[config.mk]
export PLATFORM = sky130hd
export DESIGN_NAME = dop_mode_detect
export DESIGN_NICKNAME = d
export VERILOG_FILES = /design/src/rtl/dop_det_pkg.sv /design/src/rtl/dop_field_cmp.sv /design/src/rtl/dop_run_cnt.sv /design/src/rtl/dop_mode_detect.sv
export SDC_FILE = /design/constraint.sdc
export NUM_CORES = 1
export LEC_CHECK = 0
export ABC_AREA = 1
export ABC_CLOCK_PERIOD_IN_PS = 2500
export BUFFER_PORTS_ARGS = -buffer_cell sky130_fd_sc_hd__buf_2
export CORE_ASPECT_RATIO = 2
export CORE_MARGIN = 1
export CORE_UTILIZATION = 24
export DETAILED_ROUTE_END_ITERATION = 10
export SLEW_MARGIN = 15
export SYNTH_ARGS = -nofsm -noshare
export SYNTH_HDL_FRONTEND = slang
export SYNTH_SLANG_ARGS = --single-unit
[constraint.sdc]
create_clock -name clk_i -period 2.5 [get_ports clk_i]
set_input_delay 0.5 -clock clk_i [delete_from_list [all_inputs] [get_ports clk_i]]
set_output_delay 0.5 -clock clk_i [all_outputs]
set_load 0.05 [all_outputs]
[src/rtl/dop_det_pkg.sv]
package dop_det_pkg;

    typedef enum logic {
        MODE_PCM = 1'b0,
        MODE_DSD = 1'b1
    } mode_e;

    localparam logic [7:0] MARK_FIRST = 8'h05;
    localparam logic [7:0] MARK_FLIP  = 8'hFF;

endpackage

[src/rtl/dop_field_cmp.sv]
module dop_field_cmp #(
    parameter int SAMPLE_W = 32,
    parameter int MARK_W   = 8
) (
    input  logic [SAMPLE_W-1:0] sample_i,
    input  logic [MARK_W-1:0]   expect_i,
    output logic                eq_o,
    output logic                eq_inv_o
);
    logic [MARK_W-1:0] field;

    always_comb begin
        field    = sample_i[SAMPLE_W-1 -: MARK_W];
        eq_o     = (field == expect_i);
        eq_inv_o = (field == ~expect_i);
    end
endmodule

[src/rtl/dop_run_cnt.sv]
module dop_run_cnt #(
    parameter int THRESH = 32
) (
    input  logic clk_i,
    input  logic rst_i,
    input  logic step_i,
    input  logic clear_i,
    output logic hit_o
);
    localparam int CW = $clog2(THRESH + 1);
    localparam logic [CW-1:0] LAST = CW'(THRESH - 1);

    logic [CW-1:0] cnt_d, cnt_q;

    always_comb begin
        cnt_d = cnt_q;
        if (clear_i) begin
            cnt_d = '0;
        end else if (step_i && (cnt_q < LAST)) begin
            cnt_d = cnt_q + 1'b1;
        end
        hit_o = step_i && (cnt_q >= LAST);
    end

    always_ff @(posedge clk_i) begin
        if (rst_i) begin
            cnt_q <= '0;
        end else begin
            cnt_q <= cnt_d;
        end
    end
endmodule

[src/rtl/dop_mode_detect.sv]
module dop_mode_detect #(
    parameter int SAMPLE_W = 32,
    parameter int MARK_W   = 8,
    parameter int THRESH   = 32
) (
    input  logic                clk_i,
    input  logic                rst_i,
    input  logic                frame_vld_i,
    input  logic [SAMPLE_W-1:0] left_i,
    input  logic [SAMPLE_W-1:0] right_i,
    output logic                dsd_mode_o,
    output logic                mode_chg_o
);
    import dop_det_pkg::*;

    localparam int NCH = 2;

    typedef struct packed {
        mode_e             mode;
        logic [MARK_W-1:0] expect_m;
        logic              chg;
    } state_t;

    state_t st_d, st_q;

    logic [SAMPLE_W-1:0] chan_smp [NCH];
    logic [NCH-1:0]      ch_eq, ch_eq_inv;
    logic                frame_match, repeat_ok, run_hit;
    logic                cnt_step, cnt_clear;

    assign chan_smp[0] = left_i;
    assign chan_smp[1] = right_i;

    for (genvar c = 0; c < NCH; c++) begin : g_cmp
        dop_field_cmp #(
            .SAMPLE_W(SAMPLE_W),
            .MARK_W  (MARK_W)
        ) u_cmp (
            .sample_i(chan_smp[c]),
            .expect_i(st_q.expect_m),
            .eq_o    (ch_eq[c]),
            .eq_inv_o(ch_eq_inv[c])
        );
    end

    always_comb begin
        frame_match = &ch_eq;
        repeat_ok   = ch_eq_inv[0];
        cnt_step    = frame_vld_i && frame_match;
        cnt_clear   = frame_vld_i &&
                      (!frame_match || (run_hit && st_q.mode == MODE_PCM));
    end

    dop_run_cnt #(
        .THRESH(THRESH)
    ) u_run (
        .clk_i  (clk_i),
        .rst_i  (rst_i),
        .step_i (cnt_step),
        .clear_i(cnt_clear),
        .hit_o  (run_hit)
    );

    always_comb begin
        st_d = st_q;
        if (frame_vld_i) begin
            if (frame_match) begin
                st_d.expect_m = st_q.expect_m ^ MARK_W'(MARK_FLIP);
                if (st_q.mode == MODE_PCM && run_hit) begin
                    st_d.mode = MODE_DSD;
                end
            end else if (st_q.mode == MODE_DSD && !repeat_ok) begin
                st_d.mode = MODE_PCM;
            end
        end
        st_d.chg = (st_d.mode != st_q.mode);
    end

    always_ff @(posedge clk_i) begin
        if (rst_i) begin
            st_q.mode     <= MODE_PCM;
            st_q.expect_m <= MARK_W'(MARK_FIRST);
            st_q.chg      <= 1'b0;
        end else begin
            st_q <= st_d;
        end
    end

    assign dsd_mode_o = (st_q.mode == MODE_DSD);
    assign mode_chg_o = st_q.chg;
endmodule

==> results.md <==
* Reg2reg start: st_q[3]
* Power Dens Cells at ~380 nW/um2
* GRT Overall Usage at 0.111
* Worst-path maximum fanout at 7
* CTS tree: done
* Final period utilization at 0.664
* Area Growth Syn to Fin at 16.7%
* Status: finished, final reports clean
* Clock power share at 0.368
* Fin. Hold Viols at 0
* Largest net degree at the start of global routing at 17
* Sequential share of the synthesized area at 0.274
* CTS Hold Bufs at 0
* Leakage at between 0.7 and 0.8 nW
* Worst Reg-to-Reg Cells at 11
* Least-Margin Pin Slew at ~310 ps
* WS Path Type: reg -> reg
* Yosys cell types at 21
* Post-synth top area cell: dfxtp_1
* CTS clk-pin slew, worst paths at around 60 ps
* Gr ovfl total at 0
* Worst-Skew Late Latency at between 200 and 250 ps
* Int Power at 390 uW
* CTS buffer count at 3
* Die width at around 50 um
* HPWL Detailed at 2290 um
* Area share of the largest cell type after synthesis at 0.274
* Synth warnings at 0
* FP Rows at 35
* Hold Path Sink: u_run.cnt_q[4]
* Synth area leaders: dfxtp_1 (27%), nand2_1 (26%), inv_1 (9.3%), a21oi_1 (7.3%), nor2_1 (4.8%)
* Worst Setup SP: st_q[3]
* Global-route wire length before repair at between 4000 and 5000 um
* Slew headroom at 0.790
* Fraction of layout cells with a size suffix above 1 at 0.151
* # diodes at 0
* CP arrival at 1790 ps
* Core Region at approximately 4600 um2
* Number of global-route vias before repair at 1086
* Netlist Area Pre-Place at roughly 1200 um2
* FF+latch count, synth at 16
* Setup_tns at 0 ps
* CTS H-tree lvls at 1
* DRC viols at 0
* Finished Layout Cells at between 200 and 300
* DP Cell Count at approximately 280
* Vias at 1205
* Final #Nets at around 300
* FF-to-FF End: u_run.cnt_q[2]
* Switching share of power at 0.248
* Post-route minimum period at 1660 ps
* IO buf count at 20
* Worst setup SP type: register
* Final WL at around 2800 um
* Final setup viols at 0
* Num ports at 69
* Post-Synthesis Cells at roughly 200
* R2R setup slack at about 840 ps
* Combinational fraction of design power at 0.139
* Initial DRT Pass Iterations at 4
* Die Ht at 101 um
* Initial antenna violation count at 0
* Clock Skews at 2.46 ps
* First-iteration detailed-routing DRC count at 17
* Crit path capture type: register
* CTS sink cnt at 16
* Max clock buf depth at 2
* Via/cell ratio at approximately 4.3
* Post-CTS Setup Bufs at 0
* Total die area at between 5000 and 6000 um2
* Req. time, crit path at ~2600 ps
* Post-cts gate resize count at 0
* Hold depth at 2
* Min-delay src: u_run.cnt_q[4]
* Syn_area_per_cell at roughly 5.7 um2
* WL per Instance at slightly below 10 um
* Sequential power share at 0.493
* Max_cap viols at 0
* Max-slew violations at 0
* VDD IR max at 0.201 mV
* Unrepaired setup endpoints after global routing: false
* Achievable Freq at about 0.60 GHz
* Final ANT Viol Nets at 0
* NetSw at 129 uW
* Routability congestion estimate at just under 0.8
* Hold Crit Class: reg -> reg
* Root cell of the clock tree: clkbuf_8
* Syn nets at between 200 and 300
* Initial Util at 0.252
## power by group through the flow
| stage | clock [mW] | sequential (mW) | combinational, mW |
|---|---|---|---|
| after global routing | 0.208 | 0.256 | 0.0827 |
| after global placement | 0 | 0.261 | 0.0713 |
| after floorplan | 0 | 0.264 | 0.0410 |
| after detailed placement | 0 | 0.261 | 0.0730 |
| after CTS | 0.199 | 0.256 | 0.0732 |
| final | 0.191 | 0.256 | 0.0721 |
## stage by stage
step / hold slack [ps] / setup slack (ps) / power [mW] / utilization / cell area (um2)
global route: 482 / 613 / 0.547 / 0.294 / 1370
global placement: 463 / 682 / 0.333 / 0.285 / 1320
finish: 471 / 839 / 0.519 / 0.294 / 1370
CTS: 473 / 815 / 0.528 / 0.294 / 1370
detailed placement: 464 / 639 / 0.334 / 0.285 / 1320
floorplan: 445 / 948 / 0.305 / - / 1170
## area by class of cell
cell class | count | area, um2
clock buffer | 3 | 41.3
fill | 570 | 3280
inverter | 35 | 131
multi-input combinational | 151 | 703
sequential | 16 | 320
tap | 55 | 68.8
timing repair buffer | 20 | 100
## cells in the final DEF, fill, tap and decap left out, drive strengths merged
cell type  synthesis  final
xnor2              3      3
inv               34     34
nand4              6      6
nor3               2      2
xor2               4      4
clkbuf             1      3
dfxtp             16     16
nand2             84     84
nor2              18     18
clkinv             1      1
buf                1     20
nand3              7      7
ha                 1      1
o21ai              9      9
a21oi             17     17
## synthesized netlist by cell type
library cell	number
a21oi_1	17
buf_6	1
clkbuf_1	1
clkinv_1	1
dfxtp_1	16
ha_1	1
inv_1	29
inv_2	5
nand2_1	81
nand2_2	2
nand2_4	1
nand3_1	7
nand4_1	6
nor2_1	15
nor2_2	2
nor2_8	1
nor3_1	2
o21ai_0	7
o21ai_1	2
xnor2_1	3
xor2_1	4
## flip-flops by register name, summed over array words and instances, names as in the netlist
signal	cells
st_q	8
mode_chg_o	1
dsd_mode_o	1
u_run.cnt_q	6
## metal layers
metal	vias to the layer above	global-route usage	share of wire	wire length, um
li1	670	-	-	-
met1	518	0.0988	0.39	1070
met2	13	0.230	0.57	1570
met3	4	0.00905	0.019	51
met4	0	0.0520	0.023	62
met5	-	0	0	0
## kinds of logic after synthesis
family                   Yosys count  share of synthesized area
buffers and inverters             37                      0.125
XOR/XNOR                           7                     0.0524
AO/OA/AOI/OAI                     26                      0.111
flip-flops                        16                      0.274
adder cells (fa/ha/maj)            1                     0.0107
AND/OR/NAND/NOR                  117                      0.427
## how the worst max path moves through the flow
| stage | cells after the start | end |
|---|---|---|
| floorplan | 11 | st_q[1] |
| global placement | 11 | u_run.cnt_q[2] |
| detailed placement | 11 | u_run.cnt_q[2] |
| CTS | 11 | u_run.cnt_q[5] |
| global route | 11 | u_run.cnt_q[2] |
| finish | 11 | u_run.cnt_q[2] |
## critical path: stages (launching register included)
cell and delay (ps):
dfxtp_1 410, inv_1 100, nand2_1 60, nand2_1 60
clkinv_1 40, nand2_1 50, nor2_2 140, nand2_2 110
nor2_8 150, nand4_1 130, nand2_1 220, a21oi_1 70
Power figures use the tool's default switching activity.
